`src/rtl/smbg_pkg.sv`:
```
package smbg_pkg;

    localparam int unsigned ADDR_W = 7;
    localparam logic [ADDR_W-1:0] ARA_ADDR = 7'b0001100;

    // Bus events derived from the synchronized line levels
    typedef struct packed {
        logic scl_low;
        logic scl_rise;
        logic stop;
    } bus_ev_t;

    function automatic logic is_ara(input logic [ADDR_W-1:0] a);
        return a == ARA_ADDR;
    endfunction

endpackage

```
`src/rtl/smbg_busmon.sv`:
```
module smbg_busmon
    import smbg_pkg::*;
(
    input  logic    clk,
    input  logic    rst,
    input  logic    scl_i,
    input  logic    sda_i,
    output bus_ev_t ev_o
);
    logic scl_q;
    logic sda_q;

    always_ff @(posedge clk) begin
        if (rst) begin
            scl_q <= 1'b1;
            sda_q <= 1'b1;
        end else begin
            scl_q <= scl_i;
            sda_q <= sda_i;
        end
    end

    always_comb begin
        ev_o.scl_low  = ~scl_i;
        ev_o.scl_rise = scl_i & ~scl_q;
        ev_o.stop     = scl_i & scl_q & sda_i & ~sda_q;
    end
endmodule

```
`src/rtl/smbg_timer.sv`:
```
module smbg_timer
    import smbg_pkg::*;
#(
    parameter int unsigned LIM_W = 16
)(
    input  logic             clk,
    input  logic             rst,
    input  bus_ev_t          ev_i,
    input  logic             busy_i,
    input  logic [LIM_W-1:0] limit_i,
    output logic             expire_o
);
    logic [LIM_W-1:0] cnt_q;
    logic             restart;

    assign restart = ~busy_i | ~ev_i.scl_low | ev_i.scl_rise | ev_i.stop;

    always_ff @(posedge clk) begin
        if (rst || restart) begin
            cnt_q <= '0;
        end else if (cnt_q < limit_i) begin
            cnt_q <= cnt_q + 1'b1;
        end
    end

    assign expire_o = busy_i & ev_i.scl_low & (limit_i != '0) & (cnt_q >= limit_i);
endmodule

```
`src/rtl/smbg_alert.sv`:
```
module smbg_alert
    import smbg_pkg::*;
(
    input  logic              clk,
    input  logic              rst,
    input  logic              req_i,
    input  logic [ADDR_W-1:0] addr_i,
    input  logic              addr_valid_i,
    output logic              oe_o,
    output logic              ara_en_o,
    output logic              hit_o
);
    logic req_q;

    always_ff @(posedge clk) begin
        if (rst) req_q <= 1'b0;
        else     req_q <= req_i;
    end

    assign oe_o     = req_q;
    assign ara_en_o = req_q;
    assign hit_o    = req_q & addr_valid_i & is_ara(addr_i);
endmodule

```
`src/rtl/smbus_guard.sv`:
```
module smbus_guard
    import smbg_pkg::*;
#(
    parameter int unsigned LIM_W = 16
)(
    input  logic              clk,
    input  logic              rst,
    input  logic              scl_i,
    input  logic              sda_i,
    input  logic              bus_busy_i,
    input  logic [LIM_W-1:0]  tmo_limit_i,
    input  logic              tmo_clr_i,
    input  logic              alert_req_i,
    input  logic [ADDR_W-1:0] addr_i,
    input  logic              addr_valid_i,
    output logic              release_o,
    output logic              tmo_flag_o,
    output logic              alert_oe_o,
    output logic              ara_en_o,
    output logic              ara_hit_o
);
    bus_ev_t ev;
    logic    expire;
    logic    release_q;
    logic    flag_q;

    smbg_busmon u_busmon (
        .clk   (clk),
        .rst   (rst),
        .scl_i (scl_i),
        .sda_i (sda_i),
        .ev_o  (ev)
    );

    smbg_timer #(.LIM_W(LIM_W)) u_timer (
        .clk      (clk),
        .rst      (rst),
        .ev_i     (ev),
        .busy_i   (bus_busy_i),
        .limit_i  (tmo_limit_i),
        .expire_o (expire)
    );

    smbg_alert u_alert (
        .clk          (clk),
        .rst          (rst),
        .req_i        (alert_req_i),
        .addr_i       (addr_i),
        .addr_valid_i (addr_valid_i),
        .oe_o         (alert_oe_o),
        .ara_en_o     (ara_en_o),
        .hit_o        (ara_hit_o)
    );

    always_ff @(posedge clk) begin
        if (rst) begin
            release_q <= 1'b0;
            flag_q    <= 1'b0;
        end else begin
            if (expire)                      release_q <= 1'b1;
            else if (ev.stop || !bus_busy_i) release_q <= 1'b0;
            if (expire)                      flag_q <= 1'b1;
            else if (tmo_clr_i)              flag_q <= 1'b0;
        end
    end

    assign release_o  = release_q;
    assign tmo_flag_o = flag_q;
endmodule


```
`config.mk`:
```
export PLATFORM = sky130hd
export DESIGN_NAME = smbus_guard
export DESIGN_NICKNAME = d
export VERILOG_FILES = /design/src/rtl/smbg_pkg.sv /design/src/rtl/smbg_busmon.sv /design/src/rtl/smbg_timer.sv /design/src/rtl/smbg_alert.sv /design/src/rtl/smbus_guard.sv
export SDC_FILE = /design/constraint.sdc
export NUM_CORES = 1
export LEC_CHECK = 0
export ABC_CLOCK_PERIOD_IN_PS = 2990
export CORE_ASPECT_RATIO = 2
export CORE_UTILIZATION = 30
export CTS_CLUSTER_SIZE = 12
export DETAILED_ROUTE_END_ITERATION = 10
export PLACE_DENSITY = 0.56
export SETUP_SLACK_MARGIN = 0.5
export SYNTH_ARGS = -nofsm -noshare
export SYNTH_HDL_FRONTEND = slang
export SYNTH_HIERARCHICAL = 1
export SYNTH_SLANG_ARGS = --single-unit
```
`constraint.sdc`:
```
create_clock -name clk -period 2.99 [get_ports clk]
set_clock_uncertainty 0.15 [all_clocks]
set_input_delay 0.299 -clock clk [delete_from_list [all_inputs] [get_ports clk]]
set_output_delay 0.299 -clock clk [all_outputs]
set_load 0.02 [all_outputs]
```
Word-level counts from Yosys, hierarchy flattened
Cells that the tools add are included.
W data, S select, Z words.
{ "totals": {"regBits": 21, "latch_bits": 0, "ram_bits": 0, "rom_bits": 0, "input_bits": 31, "elab_cells": 36, "mem_count": 0} }
{ "classes": {"n_addsub": 1, "mul": 0, "n_div": 0, "order_cmp": 2, "eq_ne": 1, "n_shift": 0, "mux": 4, "bitwise_logic": 16, "reduce_logical": 6} }
{ "ops": {"columns": ["op", "count"], "rows": [
  ["$add A16 B1 Y16 const B", 1],
  ["$ge A16 B16 Y1", 1],
  ["$lt A16 B16 Y1", 1],
  ["$reduce_bool A16 Y1", 1],
  ["$and A1 B1 Y1", 9],
  ["$eq A7 B4 Y1 const B", 1],
  ["$mux W1", 4],
  ["$not A1 Y1", 4],
  ["$reduce_bool A2 Y1", 2],
  ["$or A1 B1 Y1", 3],
  ["$logic_or A1 B1 Y1", 2],
  ["$logic_not A1 Y1", 1]
]} }

Logic depth before layout (Yosys ltp)
Gate-level depths: netlist of the first run.
{ "logic_depth": {"ltp_word": 6, "mapped_depth": 10} }

Modules after synthesis
The synthesis of the first run kept the hierarchy.
{ "by_module_without_submodules": {"columns": ["mod", "n_inst", "cells_per_inst", "area_each_um2"], "rows": [
  ["smbg_timer", 1, 154, 1244.9],
  ["smbg_busmon", 1, 7, 72.6],
  ["smbus_guard", 1, 7, 67.6],
  ["smbg_alert", 1, 6, 61.3]
]} }

Worst setup path before layout of the first run
No wires, ideal clock.
{ "synth_path": {"kind": "input to register", "startpoint": "input port tmo_limit_i[15]", "endpoint": "register u_timer.cnt_q[1]", "setup_ps": 128, "arrival_ps": 2009, "required_ps": 2712, "path_slack_ps": 703, "path_stages": 9, "path_buffers": 1, "path_cell_list": "inv_1 -> ha_1 -> nand4_2 -> or4_4 -> a21oi_4 -> or3_4 -> buf_8 -> mux2i_1 -> nor2_1"} }
{ "synth_via": {"elab_chain_len": 1} }
{ "synth_rtl": {"columns": ["item", "line", "text"], "rows": [
  ["from (decl)", "smbus_guard.sv:11", "input logic [LIM_W-1:0] tmo_limit_i,"],
  ["$lt A16 B16 Y1", "smbg_timer.sv:21", "end else if (cnt_q < limit_i) begin"],
  ["to (signal assigned)", "smbg_timer.sv:22", "cnt_q <= cnt_q + 1'b1;"],
  ["to (decl)", "smbg_timer.sv:13", "logic [LIM_W-1:0] cnt_q;"]
]} }
No other way between the ends.
A chain may end at the register's enable or synchronous reset.

Final worst setup path of the first run
{ "layout_path": {"startpoint": "input port tmo_limit_i[5]", "endpoint": "register u_timer.cnt_q[10]"} }
The elaborated chain is that of the path after synthesis.

==> results of run 1 <==
final cells by class:
| cell class | count | share of cell area [%] |
|---|---|---|
| clock inverter | 1 | 0.231 |
| tap | 55 | 3.17 |
| inverter | 20 | 3.46 |
| multi-input combinational | 130 | 51.7 |
| clock buffer | 3 | 1.90 |
| sequential | 21 | 19.4 |
| timing repair buffer | 45 | 20.1 |
metrics by stage:
| step | setup slack, ps | total power, W | util (%) |
|---|---|---|---|
| after global routing | 481 | 0.000601 | 47.2 |
| after detailed placement | -57.8 | 0.000375 | 40.7 |
| after CTS | 500 | 0.000578 | 45.2 |
| after global placement | -34.6 | 0.000375 | 40.7 |
| final | 529 | 0.000572 | 47.2 |
| after floorplan | 703 | 0.000321 | - |
worst max-delay path: cells and delay by family:
kind,cells,cell delay (ps)
AOI/OAI and AO/OA,4,470
adders and majority gates,1,240
and+or+nand+nor,2,940
buffers and inverters,2,550
cell usage in the layout (no fill, tap or decap), types with 3 or more instances in the layout:
| master | n |
|---|---|
| sky130_fd_sc_hd__o21ai_1 | 3 |
| sky130_fd_sc_hd__clkdlybuf4s50_1 | 23 |
| sky130_fd_sc_hd__a21oi_1 | 7 |
| sky130_fd_sc_hd__dfxtp_1 | 20 |
| sky130_fd_sc_hd__clkbuf_8 | 3 |
| sky130_fd_sc_hd__inv_2 | 4 |
| sky130_fd_sc_hd__buf_4 | 8 |
| sky130_fd_sc_hd__or4_1 | 3 |
| sky130_fd_sc_hd__nand3_1 | 8 |
| sky130_fd_sc_hd__nor2_1 | 12 |
| sky130_fd_sc_hd__nor2b_1 | 3 |
| sky130_fd_sc_hd__ha_1 | 8 |
| sky130_fd_sc_hd__xnor2_1 | 6 |
| sky130_fd_sc_hd__inv_1 | 16 |
| sky130_fd_sc_hd__nor4_1 | 8 |
| sky130_fd_sc_hd__nand2_1 | 12 |
| sky130_fd_sc_hd__ha_4 | 8 |
| sky130_fd_sc_hd__or3_1 | 4 |
| sky130_fd_sc_hd__dlygate4sd2_1 | 7 |
| sky130_fd_sc_hd__or2_1 | 3 |
| sky130_fd_sc_hd__dlymetal6s2s_1 | 5 |
| sky130_fd_sc_hd__or4_4 | 3 |
| sky130_fd_sc_hd__nand4_1 | 3 |
| sky130_fd_sc_hd__a21oi_2 | 9 |
what timing repair did:
item,4_1_cts,5_1_grt
setup endpoints to repair,16,14
setup buffers,5,0
gates resized for setup,26,24
hold buffers,0,0
pin swaps,12,14
cloned,1,0
state kept, by name (all words and copies together), names as in the netlist:
| register | count |
|---|---|
| release_o | 1 |
| u_busmon/scl_q | 1 |
| u_alert/ara_en_o | 1 |
| u_timer/cnt_q | 16 |
| u_busmon/sda_q | 1 |
| tmo_flag_o | 1 |
where the power goes:
group / switching, W / internal, W
Clock: 0.000104 / 0.0000932
Combinational: 0.0000389 / 0.0000518
Sequential: 0.00000152 / 0.000282
how the worst max path moves through the flow:
stage / endpoint / cells past startpoint / startpoint / slack (ps)
detailed placement: u_timer/cnt_q[14] / 9 / tmo_limit_i[13] / -60
floorplan: u_timer/cnt_q[1] / 9 / tmo_limit_i[15] / 700
global placement: u_timer/cnt_q[12] / 9 / tmo_limit_i[13] / -30
finish: u_timer/cnt_q[10] / 9 / tmo_limit_i[5] / 530
CTS: u_timer/cnt_q[1] / 10 / tmo_limit_i[10] / 500
global route: u_timer/cnt_q[6] / 10 / tmo_limit_i[5] / 480
layer usage:
| metal | vias up | routed length [µm] | GRT usage (%) |
|---|---|---|---|
| met2 | 50 | 2460 | 37.1 |
| met4 | 0 | 146 | 9.19 |
| li1 | 719 | - | - |
| met3 | 13 | 164 | 1.97 |
| met5 | - | 0 | 0 |
| met1 | 691 | 1490 | 16.9 |
logic make-up (layout without fill, tap and decap cells):
logic type | Yosys count | count (layout) | share of synthesized area, %
muxes | 2 | 2 | 1.38
adders and majority gates | 17 | 17 | 14.7
buffers and inverters | 24 | 69 | 7.27
xor gates and xnor gates | 6 | 6 | 3.63
AOI/OAI and AO/OA | 32 | 32 | 14.9
DFF | 21 | 21 | 29.1
and+or+nand+nor | 72 | 73 | 29.1
==> results.md, run 1 <==
STA:
- On the final layout, the worst hold slack is 329 ps.
- After layout, the worst path uses 82.3% of the clock period.
- Summed over all failing endpoints, the final setup total negative slack is 0 ps.
- The highest clock rate is 406 MHz.
- Setup repair after global routing could not meet its margin everywhere.
- Subtracting the final worst setup slack from the clock period gives 2460 ps.
- The number of max-slew violations in the final report is 0.
- The count of final hold-check violations is 0.
- The worst-case headroom to the max-slew limit is 54.9%.
- Setup violations remaining at the end of the flow were counted as 0.
- At the pin with the least slew margin, the transition time is 676 ps.

Clock tree:
- After clock tree synthesis, the clock-pin slew on the worst setup and hold paths is 90 ps.
- The clock sink count is 21.
- The number of buffers added by the clock tree synthesis step is 3.
- Clock latency on the worst-skew pair, taken at its later pin, is 270 ps.
- The H-tree depth is 1.
- The clock passes through at most 2 buffers.
- Clock tree synthesis selected as its root buffer the cell sky130_fd_sc_hd__clkbuf_8.
- TritonCTS built the clock tree.

Route:
- After detailed routing, the number of vias per cell comes to 5.36.
- The total via count after detailed routing is 1,473.
- For this run, design rule violations remaining after detail routing come to 0.
- The residual antenna-violating net count after detailed routing is 0.
- After the first detailed-routing iteration, the DRC count stood at 37.
- The final routed wire length divided by cell count is 15.5 µm.
- Before antenna repair, the detailed router went through 6 iterations.
- The total length of routed wires is 4260 µm.

Synthesis:
- The average instance in the mapped netlist occupies 8.31 µm².
- The commonest cells after synthesis are 21 x sky130_fd_sc_hd__dfxtp_1, 20 x sky130_fd_sc_hd__inv_1, 17 x sky130_fd_sc_hd__ha_1.
- The number of different library cells in the post-synthesis netlist is 39.
- After synthesis, the share of flip-flops with an asynchronous set or reset is 0%.
- The post-synthesis instance area is 0.00145 mm².
- The share of the Yosys chip area taken by registers is 29.1%.
- The number of enable flip-flop cells after synthesis is 0.
- In this run, synthesis produced a sequential element count of 21.
- By area the synthesized netlist is led by sky130_fd_sc_hd__dfxtp_1 29%, sky130_fd_sc_hd__ha_1 15%, sky130_fd_sc_hd__a21oi_1 5.5%.
- The Yosys step of the flow raised 6 warnings.
- The number of cells produced by synthesis is 174.
- The largest total area in the synthesized netlist belongs to sky130_fd_sc_hd__dfxtp_1.
- The top cell type's share of synthesized area is 29.1%.
- The most used flip-flop cell after synthesis is sky130_fd_sc_hd__dfxtp_1.
- The synthesized netlist net count is 222.
- Among all cell types in the netlist, the one instantiated most often is sky130_fd_sc_hd__dfxtp_1.

Critical path:
- The delay contributed by the slowest stage of the critical path is 530 ps.
- The critical-path cell with the highest stage delay is sky130_fd_sc_hd__or4_4.
- The critical path data required time is 3040 ps.
- Along the worst path, the maximum fanout reaches 5.
- Data arrives at the worst endpoint at 2510 ps.
- Across all register-to-register paths, the minimum setup slack is 580 ps.
- STA classifies the critical path endpoint as a flip-flop.
- The number of cells on the worst reg-to-reg path is 8.
- The critical path goes through clkdlybuf4s50_1, inv_1, ha_4, a21oi_2, o21ai_2, o2bb2ai_2, or3_4, or4_4, a21oi_2.
- The critical path in this run is classified as in -> reg.
- The capture instance of the worst register-to-register path is u_timer/cnt_q[1].
- The startpoint kind of the worst setup timing path is an input pin.
- The startpoint identified for the worst register-to-register timing path is u_timer/cnt_q[9].
- By instance count, the cell type seen most on the critical path is sky130_fd_sc_hd__a21oi_2.

Final layout:
- The register cell area after layout is 422 µm².
- The total number of nets in the final design is 269.
- Summing all multi-input logic gate instances after layout gives 0.00112 mm².
- The number of antenna diodes in the final layout is 0.
- The finished cells cover 0.00217 mm².
- Cells with a size suffix above 1 make up 25.0% of the layout.
- The relative area change from synthesis to final layout is 50.0%.
- The count of fill cells added during filler insertion is 464.
- Excluding fillers, the count of instances in the completed layout stands at 275.

Floorplan:
- The die is 100 µm tall.
- The I/O pin total is 36.
- After floorplanning, the core was divided into 35 placement rows.
- The width of the chip is 51.1 µm.
- The floorplan step defined a die boundary enclosing 0.00512 mm².
- The floorplan step defined a core boundary enclosing 0.00460 mm².
- The initial utilization of the core area, before any placement, comes to 31.5%.

Global route:
- The number of global-route vias before repair is 1,479.
- The first global-routing pass estimated 6890 µm of wire.
- The initial antenna violation count came to 0.
- Entering global routing, the biggest net connects 16 pins.
- The global-route total usage across every layer is 18.4%.
- After global routing the overflow that remains totals 0.

Worst hold path:
- The min-delay analysis places its worst path in the category reg -> reg.
- The worst hold path depth is 2.
- The path with the worst hold slack has its endpoint at tmo_flag_o.
- The critical hold path startpoint is tmo_flag_o.

Place:
- Once placement completed, the tool counted placed cells totaling 265.
- The placed instance area is 0.00187 mm².
- The final weighted congestion in routability-driven placement is 0.776.
- After legalization and detailed placement, the total HPWL measured 3150 µm.
- Input and output buffers added on the ports amount to 35.

Outcome:
- The flow ran to the end, and the final reports show no timing, DRC or antenna violations.

Power:
- Power spread over the standard cell area amounts to 264 mW/mm².
- For this design the static power due to leakage is 0.833 nW.
- The largest voltage drop on the vdd net is 0.215 mV.

Run:
- The tool flagged a number of max-cap violations equal to 0.
No activity file was read; power rests on OpenSTA's default activity.
==> inputs of run 2 (changes only) <==
ABC_CLOCK_PERIOD_IN_PS = 2000   (was 2990)
PLACE_DENSITY = 0.58   (was 0.56)
clock period = 2 ns   (was 2.99 ns; I/O delays follow)
==> run 2 against run 1 <==
Compared with the run above:
- the flow now finishes with violations (negative setup slack)
- highest routed layer unchanged
- power rose by 50%
- sequential power grew 48%
- die area unchanged
- critical path type is now reg -> reg
- largest power group unchanged
- global-route usage up 1.5 points
- first-iteration DRC count rose by 14%
- via count rose by 12%
- cell count grew 16%
- register-to-register slack worse by 960 ps
- clock power grew 43%
==> results.md, run 2 (synthesized netlist as in run 1, its figures left out) <==
Outcome:
- The flow ran to the end, but the final reports show violations.
- The final reports fail on negative setup slack.

Floorplan:
- The width of the chip came to 51.1 µm (unchanged).
- The I/O pin total is 36 (unchanged).
- The area inside the core boundary is 0.00460 mm² (unchanged).
- The die footprint is 0.00512 mm² (unchanged).
- The floorplan row count is 35 (unchanged).
- The starting density of the core is 31.5% (unchanged).
- The die height was 100 µm (unchanged).

Route:
- The final routed wire length divided by cell count is 14.8 µm (-4.7%).
- The DRC violation count after routing is 0 (unchanged).
- The number of detailed-routing iterations run before antenna repair is 4 (-2).
- The detail-routed via count per cell is 5.18 (-3.3%).
- The total length of routed wires is 4690 µm (+10%).
- The residual antenna-violating net count after detailed routing is 0 (unchanged).
- The DRC marker count from the first detailed-route iteration came to 42 (+14%).
- The total via count after detailed routing is 1,647 (+12%).

Place:
- The number of input and output port buffers inserted is 35 (unchanged).
- The final HPWL from detailed placement is 3510 µm (+11%).
- The final weighted congestion in routability-driven placement is 0.898 (+16%).
- The placed instance area was 0.00224 mm² (+20%).
- The pre-CTS setup slack was -786 ps (-728 ps).
- The count of placed standard cells including taps was 304 (+15%).

Critical path:
- Tracing the worst setup path back leads to its startpoint at u_timer/cnt_q[13].
- The slack of the worst reg-to-reg path came to -380 ps (-960 ps).
- The critical path data required time is 2050 ps (-990 ps).
- The startpoint-to-endpoint class of the critical path is reg -> reg.
- The number of cells on the worst reg-to-reg path came to 7 (-1).
- The startpoint identified for the worst register-to-register timing path is u_timer/cnt_q[13].
- The top fanout value on the critical path came to 5 (unchanged).
- STA classifies the critical path endpoint as a flip-flop.
- The worst endpoint data arrival time is 2430 ps (-80 ps).
- In this run the critical register-to-register path is captured at u_timer/cnt_q[12].
- STA classifies the critical path startpoint as a flip-flop.

Worst hold path:
- The min-delay analysis places its worst path in the category in -> reg.
- The worst hold path depth is 2 (unchanged).
- The critical hold path startpoint is alert_req_i.
- For hold timing, the worst endpoint is u_alert/ara_en_o.

Global route:
- The initial antenna violation count is 0 (unchanged).
- The overall overflow remaining after global route is 0 (unchanged).
- The number of global-route vias before repair is 1,719 (+16%).
- The global-route total usage across every layer was 20.0% (+1.5 points).
- The wire length of the first global-routing pass is 7600 µm (+10%).
- The largest net degree at the start of global routing is 13 (-3).

Clock tree:
- The clock sink count came to 21 (unchanged).
- The CTS root buffer is sky130_fd_sc_hd__clkbuf_8.
- The clock latency of the later-clocked register in the worst-skew pair is 260 ps (about the same).
- The number of buffers added by the clock tree synthesis step is 3 (unchanged).
- The maximum root-to-sink buffer count was 2 (unchanged).
- The hold buffer count at CTS is 0 (unchanged).
- The H-tree depth is 1 (unchanged).
- The TritonCTS clock tree is yes.
- The clock-pin slew reported for the worst setup and hold paths after clock tree synthesis was 80 ps (about the same).

Final layout:
- The antenna diode count is 0 (unchanged).
- The most frequent standard cell in the layout excluding fill and tap cells is sky130_fd_sc_hd__buf_4.
- The total number of nets in the final design is 312 (+16%).
- The post-layout instance count excluding filler cells is 318 (+16%).
- The top cell types in the final layout, fill and taps aside, are 49 x sky130_fd_sc_hd__buf_4, 16 x sky130_fd_sc_hd__dlygate4sd2_1, 13 x sky130_fd_sc_hd__dfxtp_1, 13 x sky130_fd_sc_hd__nand2_1.
- The relative area change from synthesis to final layout is 78.2%.
- The number of flip-flops in the largest register was 16 (unchanged).
- The share of final-layout standard cells stronger than drive strength 1 is 48.3% (+23 points).
- Counting flops per register, the top entry is u_timer/cnt_q.
- The total non-filler cell area in the finished layout is 0.00258 mm² (+19%).

STA:
- The number of max-slew violations in the final report is 0 (unchanged).
- The post-route worst setup slack is -383 ps (-913 ps).
- The final number of setup-violating endpoints is 18 (+18).
- For this run, the top clock speed supported by timing is 420 MHz.
- The smallest clock period supported by the final layout is computed as 2380 ps.
- The sum of negative setup slack came to -4720 ps (-4720 ps).
- The count of final hold-check violations came to 0 (unchanged).
- The slew of the pin with the lowest slew margin is 385 ps (-292 ps).
- The final period utilization is 119%.
- The worst-case headroom to the max-slew limit is 74.1% (+19 points).
- Setup repair after global routing could not meet its margin everywhere.

Power:
- The largest voltage drop on the vdd net was 0.363 mV (+68%).
- The switching share of power is 24.6% (-0.66 points).
- The internal power consumption was 0.000648 W (+52%).
- The share of total power in sequential cells is 49.0% (-0.6 points).
- The clock power share is 32.7% (-1.8 points).
- The combinational cell fraction of total power is 18.3% (+2.4 points).
- The net switching power is 0.000212 W (+46%).
- The leakage power summed over all cells is 1.06 nW (+27%).
- The total power per unit cell area is 334 mW/mm² (+27%).

Run:
- The number of max-cap violations is 0 (unchanged).
[run 2: cell types whose count changed in the layout (fill, tap and decap cells not counted), sizes merged]
cell	delta
dlymetal6s2s	-3
dlygate4sd2	+9
buf	+47
clkdlybuf4s50	-11
clkbuf	+1
[run 2: power groups by stage]
stage / Combinational [W] / Clock, W / Sequential [W]
5_1_grt: 0.000171 / 0.000313 / 0.000422
3_3_place_gp: 0.000155 / 0 / 0.000432
2_1_floorplan: 0.0000493 / 0 / 0.000434
6_report: 0.000157 / 0.000282 / 0.000421
3_5_place_dp: 0.000157 / 0 / 0.000432
4_1_cts: 0.000157 / 0.000295 / 0.000421
[run 2: layer usage]
metal | vias up | global-route usage, % | routed length [µm]
li1 | 808 | - | -
met1 | 773 | 18.7 | 1640
met2 | 52 | 39.8 | 2740
met3 | 14 | 1.82 | 140
met4 | 0 | 10.5 | 167
met5 | - | 0 | 0
[run 2: cell type report]
cell class,count,area [µm²]
repair buffers,88,736
fillers,428,2020
well taps,55,68.8
flip-flops and latches,21,435
inverters,20,75.1
multi-input cells,130,1220
clock buffers,3,41.3
clock inverters,1,5.00
[run 2: worst max-delay path, cell delays in order (launching register included)]
cell	delay (ps)
sky130_fd_sc_hd__dfxtp_4	370
sky130_fd_sc_hd__ha_4	220
sky130_fd_sc_hd__a21oi_2	150
sky130_fd_sc_hd__o21ai_2	70
sky130_fd_sc_hd__or2_1	250
sky130_fd_sc_hd__or3_4	420
sky130_fd_sc_hd__or4_4	550
sky130_fd_sc_hd__a21oi_2	140
[run 2: how the worst max path moves through the flow]
stage / end / slack (ps) / depth (start not counted)
final: u_timer/cnt_q[12] / -380 / 7
after global routing: u_timer/cnt_q[14] / -420 / 8
after CTS: u_timer/cnt_q[12] / -360 / 7
after detailed placement: u_timer/cnt_q[12] / -790 / 9
after global placement: u_timer/cnt_q[12] / -780 / 9
after floorplan: u_timer/cnt_q[8] / -200 / 8
[run 2: per-stage QoR]
step	hold slack, ps	util, %	power [W]
2_1_floorplan	119	-	0.000483
3_3_place_gp	316	48.7	0.000588
3_5_place_dp	312	48.7	0.000589
4_1_cts	327	54.5	0.000874
5_1_grt	344	56.1	0.000907
6_report	325	56.1	0.000860
[run 2: what timing repair did]
action | in CTS | in global routing
endpoints found under the hold margin | 0 | 0
pin swaps | 36 | 16
resized for setup | 74 | 19
cloned | 1 | 0
setup endpoints to repair | 23 | 19
buffers inserted | 8 | 1
==> inputs of run 3 (changes only) <==
SKIP_CTS_REPAIR_TIMING = 1   (was default)
==> run 3 against run 2 <==
Compared with the run above:
- register-to-register slack better by 50 ps
- the flow still finishes with violations (negative setup slack)
- wire length down 3.5%
- global-route usage is 1.9 points lower
- first-iteration DRC count down 55%
- critical path type is now in -> reg
- largest power group unchanged
- power up 0.84%
- maximum frequency rose by 2.0%
==> results.md, run 3 (synthesized netlist as in run 1, its figures left out) <==
Route:
- The detail-routed via count per cell came to 5.11 (-1.4%).
- The DRC violation count after routing was 0 (unchanged).
- The DRC marker count from the first detailed-route iteration is 19 (-55%).
- The total length of routed wires is 4530 µm (-3.5%).
- The number of detailed-routing iterations run before antenna repair is 4 (unchanged).
- The final routed wire length divided by cell count is 14.5 µm (-2.0%).
- The total via count after detailed routing is 1,599 (-2.9%).
- The residual antenna-violating net count after detailed routing is 0 (unchanged).

Run:
- The number of max-cap violations is 0 (unchanged).

STA:
- The sum of negative setup slack was -4230 ps (+483 ps).
- The shortest clock period the worst path allows after layout was 2340 ps (-47.6 ps).
- The worst-case headroom to the max-slew limit is 72.6% (-1.5 points).
- The post-route worst setup slack is -336 ps (+47.6 ps).
- The count of final hold-check violations is 0 (unchanged).
- The number of max-slew violations in the final report came to 0 (unchanged).
- The highest clock rate is 428 MHz (+2.0%).
- Setup repair after global routing could not meet its margin everywhere.
- The worst hold margin came to 324 ps (-0.996 ps).
- The final period utilization is 117% (-2.4 points).
- The slew of the pin with the lowest slew margin is 405 ps (+20.5 ps).
- The final number of setup-violating endpoints came to 18 (unchanged).

Final layout:
- The number of flip-flops in the largest register is 16 (unchanged).
- The share of final-layout standard cells stronger than drive strength 1 came to 43.0% (-5.3 points).
- The register with the most flip-flops is u_timer/cnt_q.
- The most frequent standard cell in the layout excluding fill and tap cells is sky130_fd_sc_hd__buf_4.
- In the layout the commonest cells are 47 x sky130_fd_sc_hd__buf_4, 20 x sky130_fd_sc_hd__dlymetal6s2s_1, 17 x sky130_fd_sc_hd__dfxtp_1.
- The area growth from synthesis to layout is 77.0%.
- The total non-filler cell area in the finished layout was 0.00256 mm² (-0.68%).
- The antenna diode count is 0 (unchanged).
- The post-layout instance count excluding filler cells is 313 (-1.6%).
- The total number of nets in the final design was 307 (-1.6%).

Global route:
- The largest net degree at the start of global routing is 16 (+3).
- The number of global-route vias before repair was 1,620 (-5.8%).
- The global-route total usage across every layer is 18.1% (-1.9 points).
- The initial antenna violation count is 0 (unchanged).
- The overall overflow remaining after global route is 0 (unchanged).
- The wire length of the first global-routing pass is 6910 µm (-9.1%).

Power:
- The total power of the final layout is 0.000867 W (+0.84%).
- The leakage power summed over all cells came to 1.19 nW (+13%).
- The total power per unit cell area is 339 mW/mm² (+1.5%).
- The largest voltage drop on the vdd net came to 0.356 mV (-1.9%).

Floorplan:
- The area inside the core boundary is 0.00460 mm² (unchanged).
- The die height is 100 µm (unchanged).
- The starting density of the core is 31.5% (unchanged).
- The die footprint is 0.00512 mm² (unchanged).
- The floorplan row count was 35 (unchanged).
- The width of the chip was 51.1 µm (unchanged).
- The I/O pin total is 36 (unchanged).

Worst hold path:
- The tightest min-delay check is of the in -> reg type.

Outcome:
- The checks that failed: negative setup slack.
- The run finished, with violations left.

Critical path:
- STA classifies the critical path endpoint as a flip-flop.
- The critical path data required time is 2050 ps (about the same).
- The startpoint-to-endpoint class of the critical path is in -> reg.
- The top fanout value on the critical path is 5 (unchanged).
- The worst endpoint data arrival time is 2390 ps (-40 ps).
- The startpoint kind of the worst setup timing path is an input pin.

Place:
- The placed instance area is 0.00224 mm² (unchanged).
- The final weighted congestion in routability-driven placement is 0.898 (unchanged).
- The number of input and output port buffers inserted was 35 (unchanged).
- The final HPWL from detailed placement is 3510 µm (unchanged).
- The count of placed standard cells including taps is 304 (unchanged).

Clock tree:
- The clock-pin slew reported for the worst setup and hold paths after clock tree synthesis is 80 ps (about the same).
- The clock latency of the later-clocked register in the worst-skew pair is 260 ps (about the same).
- The clock sink count is 21 (unchanged).
- The CTS root buffer is sky130_fd_sc_hd__clkbuf_8.
- TritonCTS built the clock tree.
- The maximum root-to-sink buffer count is 2 (unchanged).
- The number of buffers added by the clock tree synthesis step is 3 (unchanged).
- The H-tree depth came to 1 (unchanged).
-- run 3: where the power goes --
group          internal [W]  switching (W)  total, W  leakage (nW)
sequential         0.000419     0.00000188  0.000421         0.172
clock              0.000139       0.000142  0.000281        0.0255
combinational     0.0000978      0.0000673  0.000165         0.996
total              0.000656       0.000211  0.000867          1.19
-- run 3: critical path, cell delays in order --
cell                              delay [ps]
sky130_fd_sc_hd__clkdlybuf4s50_1         470
sky130_fd_sc_hd__inv_1                    40
sky130_fd_sc_hd__ha_1                    220
sky130_fd_sc_hd__a21oi_4                 160
sky130_fd_sc_hd__o21ai_2                  70
sky130_fd_sc_hd__o2bb2ai_2               140
sky130_fd_sc_hd__or3_4                   420
sky130_fd_sc_hd__buf_6                   140
sky130_fd_sc_hd__or3_4                   360
sky130_fd_sc_hd__a21oi_2                 150
-- run 3: layout make-up --
cell class	count	area [µm²]
Sequential cell	21	430
Clock buffer	3	41.3
Timing Repair Buffer	83	762
Fill cell	426	2040
Clock inverter	1	5.00
Inverter	20	75.1
Tap cell	55	68.8
Multi-Input combinational cell	130	1180
-- run 3: final timing paths --
kind / from / end / slack (ps) / depth (start not counted)
max: tmo_limit_i[4] / u_timer/cnt_q[8] / -340 / 10
min reg2reg: tmo_flag_o / tmo_flag_o / 340 / 2
max reg2reg: u_timer/cnt_q[13] / u_timer/cnt_q[8] / -330 / 8
min: alert_req_i / u_alert/ara_en_o / 320 / 2
-- run 3: metal layers --
| metal | routed length [µm] | track usage [%] | vias up |
|---|---|---|---|
| met3 | 139 | 1.82 | 12 |
| met5 | 0 | 0 | - |
| met1 | 1600 | 16.9 | 747 |
| met4 | 129 | 7.69 | 0 |
| met2 | 2650 | 36.7 | 45 |
| li1 | - | - | 795 |
-- run 3: stage by stage --
step | setup slack, ps | util [%]
final | -336 | 55.7
after global routing | -391 | 55.7
after CTS | -569 | 49.7
after detailed placement | -786 | 48.7
after global placement | -779 | 48.7
after floorplan | -197 | -
